===== config.mk =====
export PLATFORM = sky130hd
export DESIGN_NAME = audio_serial_fmt
export DESIGN_NICKNAME = d
export VERILOG_FILES = /design/src/rtl/audio_serial_fmt.sv
export SDC_FILE = /design/constraint.sdc
export NUM_CORES = 1
export LEC_CHECK = 0
export BUFFER_PORTS_ARGS = -buffer_cell sky130_fd_sc_hd__buf_2
export CAP_MARGIN = 20
export CORE_MARGIN = 2
export CORE_UTILIZATION = 55
export CTS_CLUSTER_DIAMETER = 60
export CTS_CLUSTER_SIZE = 25
export DETAILED_ROUTE_END_ITERATION = 8
export GPL_TIMING_DRIVEN = 0
export PLACE_DENSITY = 0.78
export SLEW_MARGIN = 20
export SYNTH_ARGS = -nofsm -noshare
export SYNTH_HDL_FRONTEND = slang
export SYNTH_SLANG_ARGS = --single-unit

===== constraint.sdc =====
create_clock -name clk_i -period 4.6 [get_ports clk_i]
set_clock_uncertainty 0.05 [all_clocks]
set_input_delay 0.46 -clock clk_i [delete_from_list [all_inputs] [get_ports clk_i]]
set_output_delay 0.46 -clock clk_i [all_outputs]
set_load 0.005 [all_outputs]

===== src/rtl/audio_serial_fmt.sv =====
module audio_serial_fmt #(
  parameter int SAMPLE_W = 24,
  parameter int BCK_DIV  = 4
) (
  input  logic                clk_i,
  input  logic                rst_i,
  input  logic [1:0]          fmt_i,
  input  logic [SAMPLE_W-1:0] left_i,
  input  logic [SAMPLE_W-1:0] right_i,
  input  logic                valid_i,
  input  logic                block_start_i,
  output logic                bck_o,
  output logic                lrck_o,
  output logic                sdata_o,
  output logic                bframe_o
);
  localparam int PH_W   = (BCK_DIV > 2) ? $clog2(BCK_DIV) : 1;
  localparam int SLOT   = 32;
  localparam int SHORT  = 16;
  localparam int POS_W  = $clog2(SAMPLE_W);

  typedef struct packed {
    logic                vld;
    logic                blk;
    logic [SAMPLE_W-1:0] l;
    logic [SAMPLE_W-1:0] r;
  } pair_t;

  logic [PH_W-1:0] phase_q;
  logic [5:0]      bit_q;
  logic [1:0]      fmt_q;
  pair_t           cap_q, st1_q, st2_q, tx_q, cap_in;

  wire last_ph   = phase_q == PH_W'(BCK_DIV - 1);
  wire frame_end = last_ph && (bit_q == 6'd63);

  always_comb begin
    cap_in = cap_q;
    if (valid_i) cap_in = '{vld: 1'b1, blk: block_start_i, l: left_i, r: right_i};
  end

  always_ff @(posedge clk_i) begin
    if (rst_i) begin
      phase_q <= '0;
      bit_q   <= '0;
      fmt_q   <= '0;
      cap_q   <= '0;
      st1_q   <= '0;
      st2_q   <= '0;
      tx_q    <= '0;
    end else begin
      phase_q <= last_ph ? '0 : phase_q + 1'b1;
      if (last_ph) bit_q <= bit_q + 6'd1;
      if (frame_end) begin
        fmt_q <= fmt_i;
        st1_q <= cap_in;
        st2_q <= st1_q;
        tx_q  <= st2_q;
        cap_q <= '0;
      end else begin
        cap_q <= cap_in;
      end
    end
  end

  wire                left_half = !bit_q[5];
  wire [4:0]          slot      = bit_q[4:0];
  wire [SAMPLE_W-1:0] word      = left_half ? tx_q.l : tx_q.r;

  logic             hit;
  logic [POS_W-1:0] pos;

  always_comb begin
    hit = 1'b0;
    pos = '0;
    unique case (fmt_q)
      2'b00: begin
        hit = int'(slot) >= SLOT - SHORT;
        pos = POS_W'(SLOT - 1 - int'(slot) + SAMPLE_W - SHORT);
      end
      2'b01: begin
        hit = int'(slot) >= SLOT - SAMPLE_W;
        pos = POS_W'(SLOT - 1 - int'(slot));
      end
      2'b10: begin
        hit = int'(slot) < SAMPLE_W;
        pos = POS_W'(SAMPLE_W - 1 - int'(slot));
      end
      default: begin
        hit = (slot != 5'd0) && (int'(slot) <= SAMPLE_W);
        pos = POS_W'(SAMPLE_W - int'(slot));
      end
    endcase
  end

  assign bck_o    = phase_q >= PH_W'(BCK_DIV / 2);
  assign lrck_o   = (fmt_q == 2'b11) ? !left_half : left_half;
  assign sdata_o  = tx_q.vld && hit && word[pos];
  assign bframe_o = tx_q.vld && tx_q.blk;

  p_fall_only_r3: assert property (@(posedge clk_i) disable iff (rst_i)
    (!$stable(sdata_o) || !$stable(lrck_o)) |-> $fell(bck_o));

  p_lrck_half_r3: assert property (@(posedge clk_i) disable iff (rst_i)
    !$stable(lrck_o) |-> (phase_q == '0 && slot == 5'd0));

  p_bframe_frame_r9: assert property (@(posedge clk_i) disable iff (rst_i)
    !$stable(bframe_o) |-> (phase_q == '0 && bit_q == 6'd0));

  p_fmt_boundary_r10: assert property (@(posedge clk_i) disable iff (rst_i)
    !$stable(fmt_q) |-> (phase_q == '0 && bit_q == 6'd0));

endmodule


==> summary.md, run 1 <==
| Metric | Value |
|---|---|
| Synth top area share | `52.04%` |
| Least-Margin Pin Slew | `0.8461 ns` |
| Max_slew headroom | `43.59%` |
| Sink of the worst hold path | `fmt_q[1]$_SDFFE_PP0P_` |
| Crit Path Max Fanout | `10` |
| CTS tree | `yes` |
| Vias | `6392` |
| Pwr dens | `372.9 nW/um2` |
| Post-cts resize count | `0` |
| Maximum vdd drop | `0.3846 mV` |
| Initial Util | `56.01%` |
| Vias per cell | `5.435` |
| Core Util, Final | `63.06%` |
| Worst hold path class | `in -> reg` |
| RSZ-0062 raised after global routing | `no` |
| Max Cap Viol | `0` |
| Num rows | `44` |
| Most frequently used flop master after synthesis | `dfxtp_1` |
| First-pass GRT wire length | `28.67 mm` |
| ANT nets after route | `0` |
| Syn_nets | `973` |
| Ys Warns | `0` |
| DRC viols | `0` |
| Final TNS setup | `0 ns` |
| Synth Area in Simple Gates | `16.77%` |
| Area Overhead vs Synth | `12.58%` |
| Crit share post-route | `88.49%` |
| GRT overflow | `0` |
| Number of synthesized register bits | `210` |
| Reg2Reg Depth | `10` |
| Routed WL | `17.30 mm` |
| WS Path Type | `reg -> out` |
| Clock sinks | `210` |
| Final setup vio count | `0` |
| Worst-case clock buffer depth | `3` |
| CP Capture Type | `output pin` |
| Area contributors post-synth | `dfxtp_1, nand2_1, a21oi_1` |
| Worst skew pair latency | `0.48 ns` |
| Mapped Avg Cell Area | `8.868 um2` |
| Synth Area in Compound Gates | `14.02%` |
| Lkg Pwr | `0.003324 uW` |
| Port bufs | `55` |
| Layout fillers | `1248` |
| Hpwl dp | `12.30 mm` |
| Ratio of cells with drive above 1 in the final layout | `10.69%` |
| Cell variety after synth | `46` |
| Most common cell after layout, fill and taps aside | `nand2_1` |
| Asr flop ratio synth | `0%` |
| Largest family of logic cells by synthesized area | `simple AND/OR/NAND/NOR gates` |
| Pre-antenna DRT Iters | `5` |
| Initial antenna violation count | `0` |
| Initial DRC count | `332` |
| Commonest non-fill, non-tap cells in the layout | `nand2_1, dfxtp_1, nor2_1, a21oi_1, buf_2` |
| Worst hold path cell count | `3` |
| Seq/Total Area, Yosys | `52.04%` |
| DIE AREA | `15680 um2` |
| I/O pin count | `58` |
| Routed length per placed instance | `14.71 um` |
| Ant. Diodes | `0` |
| Post-Synth Adder-Cell Area | `1.239%` |
| Cts bufs inserted | `15` |
| Largest area contributor in the netlist | `dfxtp_1` |
| Final Cell Area | `9095 um2` |
| R2r startpoint | `phase_q[0]$_SDFF_PP0_` |
| Max frequency | `245.7 MHz` |
| Die X | `125.2 um` |
| Nets@finish | `1045` |
| Height of the die | `125.2 um` |
| Clk Tree Root Cell | `clkbuf_16` |
| Total track usage | `21.83%` |
| H-tree depth | `1` |
| GP Congestion | `0.9255` |
| Post-DP Area | `8584 um2` |
| Period minus WS final | `4.070 ns` |
| Number of enable flip-flop cells after synthesis | `0` |
| Hold Fails Final Rpt | `0` |
| Largest net degree at the start of global routing | `26` |
| Worst path required time | `4.09 ns` |
| Worst path arrival time | `3.56 ns` |
| Core area | `14420 um2` |
| Critical R2R Capture | `tx_q[23]$_SDFFE_PP0P_` |
| Status | `completed` |
| Vias in the first global route | `5915` |
| CTS Hold Bufs | `0` |
| Synthesized area | `8079 um2` |
| Clk slew on worst S/H paths | `0.07 ns` |
| XOR/XNOR Fraction of Synth Area | `1.425%` |
| Worst Setup Start Kind | `register` |
| Slew Limit Fails | `0` |
| R2R Setup Slk | `1.74 ns` |
| Post-CTS setup buffers | `0` |
| Mux cell area share after synthesis | `10.11%` |
| Hold Path Origin | `fmt_i[1]` |
| Cells after Synth | `911` |
==> metrics by stage <==
stage	std cells	total power (uW)	hold WS, ns	worst slack (ns)
after floorplan	911	1998	0.3719	1.557
after global placement	1150	2050	0.3861	1.108
after detailed placement	1150	2054	0.3923	1.059
after CTS	1176	3423	0.1740	0.5503
after global routing	1176	3505	0.2027	0.4097
final	1176	3392	0.1790	0.5296
==> cell usage after synthesis (all sizes together) (2+ instances only) <==
master	n
nand2	212
mux4	10
and2	2
nand3	7
a31oi	6
nor2	110
o32ai	3
mux2	4
nor2b	2
a22o	2
a21oi	104
ha	8
o21ai	3
xnor2	10
buf	19
clkbuf	57
nor3	4
mux2i	52
a32o	3
a211oi	50
inv	10
nand2b	3
o22ai	2
o211ai	2
dfxtp	210
nand4	2
==> critical path, stage by stage (launching register included) <==
cell       delay, ns
dfxtp_1         0.33
buf_2           0.23
buf_2           0.28
inv_1           0.10
ha_1            0.34
and3b_1         0.22
clkbuf_1        0.23
a21o_1          0.23
mux4_2          0.53
o21ba_2         0.22
nand4bb_1       0.09
a31oi_1         0.13
buf_2           0.16
==> how the worst max path moves through the flow <==
stage	cells after the start	endpoint	startpoint	slack, ns
after floorplan	11	sdata_o	bit_q[0]$_SDFFE_PP0P_	1.56
after global placement	12	sdata_o	bit_q[0]$_SDFFE_PP0P_	1.11
after detailed placement	12	sdata_o	bit_q[0]$_SDFFE_PP0P_	1.06
after CTS	12	sdata_o	bit_q[0]$_SDFFE_PP0P_	0.55
after global routing	12	sdata_o	bit_q[0]$_SDFFE_PP0P_	0.41
final	12	sdata_o	bit_q[0]$_SDFFE_PP0P_	0.53
==> metal layers <==
metal / global-route usage [%] / vias to the layer above / routed length (um) / part of all wire (%)
met4: 6.209 / 0 / 485 / 2.8
met3: 3.338 / 41 / 946 / 5.5
met5: 0 / - / 0 / 0
li1: - / 3225 / - / -
met1: 29.37 / 2978 / 7849 / 45
met2: 36.80 / 148 / 8017 / 46
==> kinds of logic after synthesis <==
family / Yosys count
adder cells (fa/ha/maj): 8
buffers and inverters: 86
flip-flops: 210
XOR/XNOR: 11
AND/OR/NAND/NOR: 346
AO/OA/AOI/OAI: 184
multiplexers: 66
==> sequential cells by signal (all words and copies together) (netlist names) <==
| register | flops |
|---|---|
| cap_q | 50 |
| st1_q | 50 |
| fmt_q | 2 |
| tx_q | 50 |
| bit_q | 6 |
| st2_q | 50 |
| phase_q | 2 |
==> area by class of cell <==
type,instances,area [um2],area share [%]
multi-input cells,615,3520,38.70
clock inverters,10,121.4,1.334
repair buffers,55,275.3,3.027
clock buffers,16,389.1,4.278
inverters,10,37.54,0.4127
flip-flops and latches,210,4204,46.22
well taps,184,230.2,2.531
plain buffers,76,317.8,3.494
==> power by group <==
part	switching (uW)	leakage [uW]	total [uW]	internal, uW
registers	7.94	0.00170	1850	1840
logic	95.1	0.00137	158	62.5
clock network	678	0.000248	1380	704
total	781	0.00332	3390	2610
(Power assumes the default switching activity.)
==> inputs of run 2 (changes only) <==
REMOVE_ABC_BUFFERS = 1   (was unset)
==> run 2 against run 1 <==
Against the previous run:
- global-route usage is 3.6 points lower
- sequential share of layout area increased by 0.85 points
- flip-flop and latch count unchanged
- via count decreased by 7.7%
- die area is the same
- first-iteration DRC count increased by 29%
- worst hold slack improved by 0.022 ns
- highest routed layer unchanged
- cell count is 6.0% lower
==> summary.md, run 2 (synthesized netlist as in run 1, its figures left out) <==
| Metric | Value |
|---|---|
| First-pass GRT wire length | `24.99 mm (-13%)` |
| CTS Hold Bufs | `0 (unchanged)` |
| Die X | `125.2 um (unchanged)` |
| Ratio of cells with drive above 1 in the final layout | `10.95% (+0.27 points)` |
| CTS tree | `yes` |
| Height of the die | `125.2 um (unchanged)` |
| Area Overhead vs Synth | `10.53%` |
| Pwr dens | `372.2 nW/um2 (-0.20%)` |
| Layout fillers | `1285 (+3.0%)` |
| GRT overflow | `0 (unchanged)` |
| Most common cell after layout, fill and taps aside | `nand2_1` |
| Vias in the first global route | `5581 (-5.6%)` |
| Status | `completed` |
| ANT nets after route | `0 (unchanged)` |
| Total track usage | `18.19% (-3.6 points)` |
| Routed WL | `14.20 mm (-18%)` |
| Post-CTS setup buffers | `0 (unchanged)` |
| Crit Path Max Fanout | `16 (+6)` |
| Post-cts resize count | `0 (unchanged)` |
| Setup WS post-layout | `0.6183 ns (+0.08878 ns)` |
| DP Worst Slack | `1.148 ns (+0.08911 ns)` |
| Worst hold margin | `0.2005 ns (+0.02152 ns)` |
| Multi-input logic area | `3540 um2 (+0.57%)` |
| Initial antenna violation count | `0 (unchanged)` |
| GP Congestion | `0.7777 (-16%)` |
| CP Capture Type | `output pin` |
| Pre-antenna DRT Iters | `5 (unchanged)` |
| Worst path arrival time | `3.47 ns (-0.09 ns)` |
| Period minus WS final | `3.982 ns (-0.08878 ns)` |
| Worst hold path class | `in -> reg` |
| Crit share post-route | `86.56% (-1.9 points)` |
| Max incr delay on CP | `0.80 ns (+0.27 ns)` |
| Commonest non-fill, non-tap cells in the layout | `nand2_1, dfxtp_1, nor2_1, a21oi_1, buf_2` |
| Vias | `5898 (-7.7%)` |
| Max_slew headroom | `36.19% (-7.4 points)` |
| DRC viols | `0 (unchanged)` |
| Ant. Diodes | `0 (unchanged)` |
| Worst Setup Start Kind | `register` |
| Crit-path slowest cell | `dfxtp_1` |
| DIE AREA | `15680 um2 (unchanged)` |
| Worst skew pair latency | `0.46 ns (-0.02 ns)` |
| CP Cell Sequence | `inv_1 > ha_1 > and3b_1 > a21o_1 > mux4_2 > o21ba_2 > nand4bb_1 > a31oi_1 > buf_2` |
| I/O pin count | `58 (unchanged)` |
| Clk slew on worst S/H paths | `0.09 ns (+0.02 ns)` |
| WS Path Type | `reg -> out` |
| Clock sinks | `210 (unchanged)` |
| Worst path required time | `4.09 ns (about the same)` |
| Nets@finish | `976 (-6.6%)` |
| Initial Util | `56.01% (unchanged)` |
| Placed insts | `1082 (-5.9%)` |
| Initial DRC count | `429 (+29%)` |
| Worst-case clock buffer depth | `3 (unchanged)` |
| Hold Fails Final Rpt | `0 (unchanged)` |
| Hold Path Origin | `right_i[16]` |
| Register area | `4204 um2 (unchanged)` |
| Final setup vio count | `0 (unchanged)` |
| Slew Limit Fails | `0 (unchanged)` |
| R2r startpoint | `bit_q[0]$_SDFFE_PP0P_` |
| Num rows | `44 (unchanged)` |
| Core area | `14420 um2 (unchanged)` |
| Port bufs | `57 (+3.6%)` |
| RSZ-0062 raised after global routing | `no` |
| Routed length per placed instance | `12.84 um (-13%)` |
| Vias per cell | `5.333 (-1.9%)` |
| H-tree depth | `1 (unchanged)` |
| Final TNS setup | `0 ns (unchanged)` |
| Hpwl dp | `9.022 mm (-27%)` |
| Max Cap Viol | `0 (unchanged)` |
| Cts bufs inserted | `14 (-1)` |
| Max frequency | `251.2 MHz (+2.2%)` |
| Largest net degree at the start of global routing | `109 (+320%)` |
| Maximum vdd drop | `0.3457 mV (-10%)` |
| Cell family with most CP delay | `flip-flops` |
| Core Util, Final | `61.91% (-1.1 points)` |
| Least-Margin Pin Slew | `0.9559 ns (+0.1098 ns)` |
| Clk Tree Root Cell | `clkbuf_16` |
| Lkg Pwr | `0.003239 uW (-2.6%)` |
| Crit path buffers/inverters | `2 (-3)` |
| Crit. Startpoint | `bit_q[0]$_SDFFE_PP0P_` |
| Layout Cells excl Fill | `1106 (-6.0%)` |
==> run 2: cell count changes in the layout (fill, tap and decap cells not counted), sizes merged <==
| cell | change |
|---|---|
| inv | +1 |
| buf | -11 |
| clkbuf | -57 |
| clkinvlp | -1 |
| clkinv | -2 |
==> run 2: worst min-delay path: stages <==
cell	delay (ns)
buf_2	0.08
mux2i_1	0.07
nor2_1	0.08
==> run 2: power breakdown <==
| part | switching (uW) | internal [uW] |
|---|---|---|
| Combinational | 83.6 | 63.3 |
| Clock | 639 | 680 |
| Sequential | 12.0 | 1840 |
==> run 2: final timing paths <==
check                           endpoint  slack [ns]  depth (start not counted)
hold reg to reg     tx_q[6]$_SDFFE_PP0P_        0.39                          2
hold / removal      cap_q[16]$_SDFF_PP0_        0.20                          3
setup / recovery                 sdata_o        0.62                          9
setup reg to reg  st1_q[36]$_SDFFE_PP0P_        1.44                          8
==> run 2: per-layer routing <==
layer / routed length (um) / track usage [%] / up-vias
met1: 6823 / 24.13 / 2701
met5: 0 / 0 / -
met3: 567 / 2.567 / 19
li1: - / - / 3086
met2: 6610 / 31.65 / 92
met4: 195 / 4.248 / 0
==> run 2: per-stage QoR <==
stage | area [um2] | total power [uW]
2_1_floorplan | 7761 | 1968
3_3_place_gp | 8277 | 2041
3_5_place_dp | 8448 | 2049
4_1_cts | 8930 | 3365
5_1_grt | 8930 | 3456
6_report | 8930 | 3323
==> run 2: layout make-up <==
| cell class | instances | area share (%) |
|---|---|---|
| tap | 184 | 2.578 |
| sequential | 210 | 47.08 |
| timing repair buffer | 63 | 4.890 |
| clock buffer | 16 | 4.245 |
| clock inverter | 8 | 1.149 |
| multi-input combinational | 615 | 39.64 |
| inverter | 10 | 0.4203 |
==> inputs of run 3 (changes only) <==
CORE_UTILIZATION = 53   (was 55)
PLACE_DENSITY = 0.75   (was 0.78)
==> run 3 against run 2 <==
Against the previous run:
- non-clock buffer count up 1
- via count barely moved
- maximum frequency up 0.34%
- flip-flop and latch count unchanged
- count of clock-buffer cells in the layout shrank 2
- critical endpoint unchanged
==> summary.md, run 3 (synthesized netlist as in run 1, its figures left out) <==
| Metric | Value |
|---|---|
| Status | `completed` |
| Num rows | `45 (+2.3%)` |
| Worst Setup Start Kind | `register` |
| Lkg Pwr | `0.003232 uW (-0.22%)` |
| Pwr dens | `365.2 nW/um2 (-1.9%)` |
| Reg2Reg Depth | `7 (-1)` |
| GP Congestion | `0.7945 (+2.2%)` |
| I/O pin count | `58 (unchanged)` |
| Commonest non-fill, non-tap cells in the layout | `nand2_1, dfxtp_1, nor2_1, a21oi_1, buf_2` |
| Hold Path Origin | `fmt_i[0]` |
| Routed WL | `14.30 mm (+0.72%)` |
| Post-DP Area | `8481 um2 (+0.39%)` |
| Clock sinks | `210 (unchanged)` |
| Maximum vdd drop | `0.2683 mV (-22%)` |
| Worst skew pair latency | `0.48 ns (+0.02 ns)` |
| Max Cap Viol | `0 (unchanged)` |
| Die X | `127.5 um (+1.8%)` |
| Initial antenna violation count | `0 (unchanged)` |
| RSZ-0062 raised after global routing | `no` |
| Core area | `15030 um2 (+4.2%)` |
| DP Worst Slack | `1.147 ns (-0.001710 ns)` |
| Final setup vio count | `0 (unchanged)` |
| Period minus WS final | `3.968 ns (-0.01363 ns)` |
| Ratio of cells with drive above 1 in the final layout | `11.06% (+0.11 points)` |
| Worst path arrival time | `3.46 ns (about the same)` |
| Cts bufs inserted | `14 (unchanged)` |
| Crit share post-route | `86.26% (-0.30 points)` |
| Worst hold path class | `in -> reg` |
| Post-cts resize count | `0 (unchanged)` |
| DRC viols | `0 (unchanged)` |
| DIE AREA | `16250 um2 (+3.7%)` |
| Post-CTS setup buffers | `0 (unchanged)` |
| Hold Fails Final Rpt | `0 (unchanged)` |
| Nets@finish | `977 (+0.10%)` |
| Core Util, Final | `59.43% (-2.5 points)` |
| Pre-antenna DRT Iters | `4 (-1)` |
| R2r startpoint | `bit_q[0]$_SDFFE_PP0P_` |
| Layout fillers | `1297 (+0.93%)` |
| Area Overhead vs Synth | `10.59% (about the same)` |
| Most common cell after layout, fill and taps aside | `nand2_1` |
| Slew Limit Fails | `0 (unchanged)` |
| Height of the die | `127.5 um (+1.8%)` |
| CTS Hold Bufs | `0 (unchanged)` |
| Vias per cell | `5.310 (-0.43%)` |
| Port bufs | `57 (unchanged)` |
| Max frequency | `252.0 MHz (+0.34%)` |
| Initial Util | `53.74% (-2.3 points)` |
| Initial DRC count | `395 (-7.9%)` |
| Critical R2R Capture | `cap_q[41]$_SDFF_PP0_` |
| Crit Path Max Fanout | `16 (unchanged)` |
| Sink of the worst hold path | `fmt_q[0]$_SDFFE_PP0P_` |
| Vias in the first global route | `5343 (-4.3%)` |
| CTS tree | `yes` |
| Vias | `5894 (-0.068%)` |
| WS Path Type | `reg -> out` |
| Hpwl dp | `8.970 mm (-0.58%)` |
| Worst hold path cell count | `3 (unchanged)` |
| First-pass GRT wire length | `24.21 mm (-3.1%)` |
| R2R Setup Slk | `1.62 ns (+0.18 ns)` |
| Worst path required time | `4.09 ns (about the same)` |
| Worst-case clock buffer depth | `3 (unchanged)` |
| GRT overflow | `0 (unchanged)` |
| Routed length per placed instance | `12.88 um (+0.36%)` |
| Clk Tree Root Cell | `clkbuf_16` |
| Setup WS post-layout | `0.6320 ns (+0.01363 ns)` |
| Max_slew headroom | `39.70% (+3.5 points)` |
| Least-Margin Pin Slew | `0.9032 ns (-0.05269 ns)` |
| CP Capture Type | `output pin` |
| Total track usage | `17.42% (-0.77 points)` |
| Clk slew on worst S/H paths | `0.09 ns (about the same)` |
| Final Cell Area | `8935 um2 (about the same)` |
| Largest net degree at the start of global routing | `100 (-8.3%)` |
| ANT nets after route | `0 (unchanged)` |
| H-tree depth | `1 (unchanged)` |
| Ant. Diodes | `0 (unchanged)` |
## run 3: changes by cell type in the layout (fill, tap and decap cells not counted), sizes merged
cell	delta
clkbuf	-2
bufinv	-1
inv	-2
clkinv	+3
buf	+1
clkinvlp	+1
## run 3: metal layers
metal	vias to the layer above	global-route usage [%]	wire length, um
met1	2729	23.26	7064
met4	0	3.620	252
met2	65	30.14	6489
met5	-	0	0
li1	3082	-	-
met3	18	2.680	492
## run 3: final cells by class
class,instances,area (um2),share of cell area (%)
well taps,188,235.2,2.633
clock inverters,9,103.9,1.162
clock buffers,14,350.3,3.921
inverters,10,37.54,0.4201
repair buffers,64,464.2,5.195
flip-flops and latches,210,4204,47.05
multi-input cells,615,3540,39.62
## run 3: worst max-delay path by stage
stage | start | endpoint | slack, ns
2_1_floorplan | bit_q[0]$_SDFFE_PP0P_ | st1_q[0]$_SDFFE_PP0P_ | -0.52
3_3_place_gp | bit_q[0]$_SDFFE_PP0P_ | cap_q[22]$_SDFF_PP0_ | -2.84
3_5_place_dp | bit_q[0]$_SDFFE_PP0P_ | sdata_o | 1.15
4_1_cts | bit_q[0]$_SDFFE_PP0P_ | sdata_o | 0.61
5_1_grt | bit_q[0]$_SDFFE_PP0P_ | sdata_o | 0.41
6_report | bit_q[0]$_SDFFE_PP0P_ | sdata_o | 0.63
## run 3: per-stage QoR
| step | TNS (ns) | total power (uW) | hold WS [ns] | std cells |
|---|---|---|---|---|
| 2_1_floorplan | -86.17 | 1968 | 0.3714 | 835 |
| 3_3_place_gp | -452.65 | 2043 | 0.3840 | 1080 |
| 3_5_place_dp | 0 | 2051 | 0.3924 | 1087 |
| 4_1_cts | 0 | 3304 | 0.1703 | 1110 |
| 5_1_grt | 0 | 3385 | 0.1747 | 1110 |
| 6_report | 0 | 3263 | 0.1793 | 1110 |
## run 3: worst max-delay path, cell delays in order, from the launching register on
cell       delay (ns)
dfxtp_1          0.81
inv_1            0.14
ha_1             0.36
and3b_1          0.35
a21o_1           0.20
mux4_2           0.54
o21ba_2          0.23
nand4bb_1        0.09
a31oi_1          0.12
buf_2            0.15
## run 3: power breakdown
part	leakage [uW]	internal (uW)	switching, uW
logic	0.00131	64.0	85.3
clock network	0.000220	595	662
registers	0.00170	1840	12.1
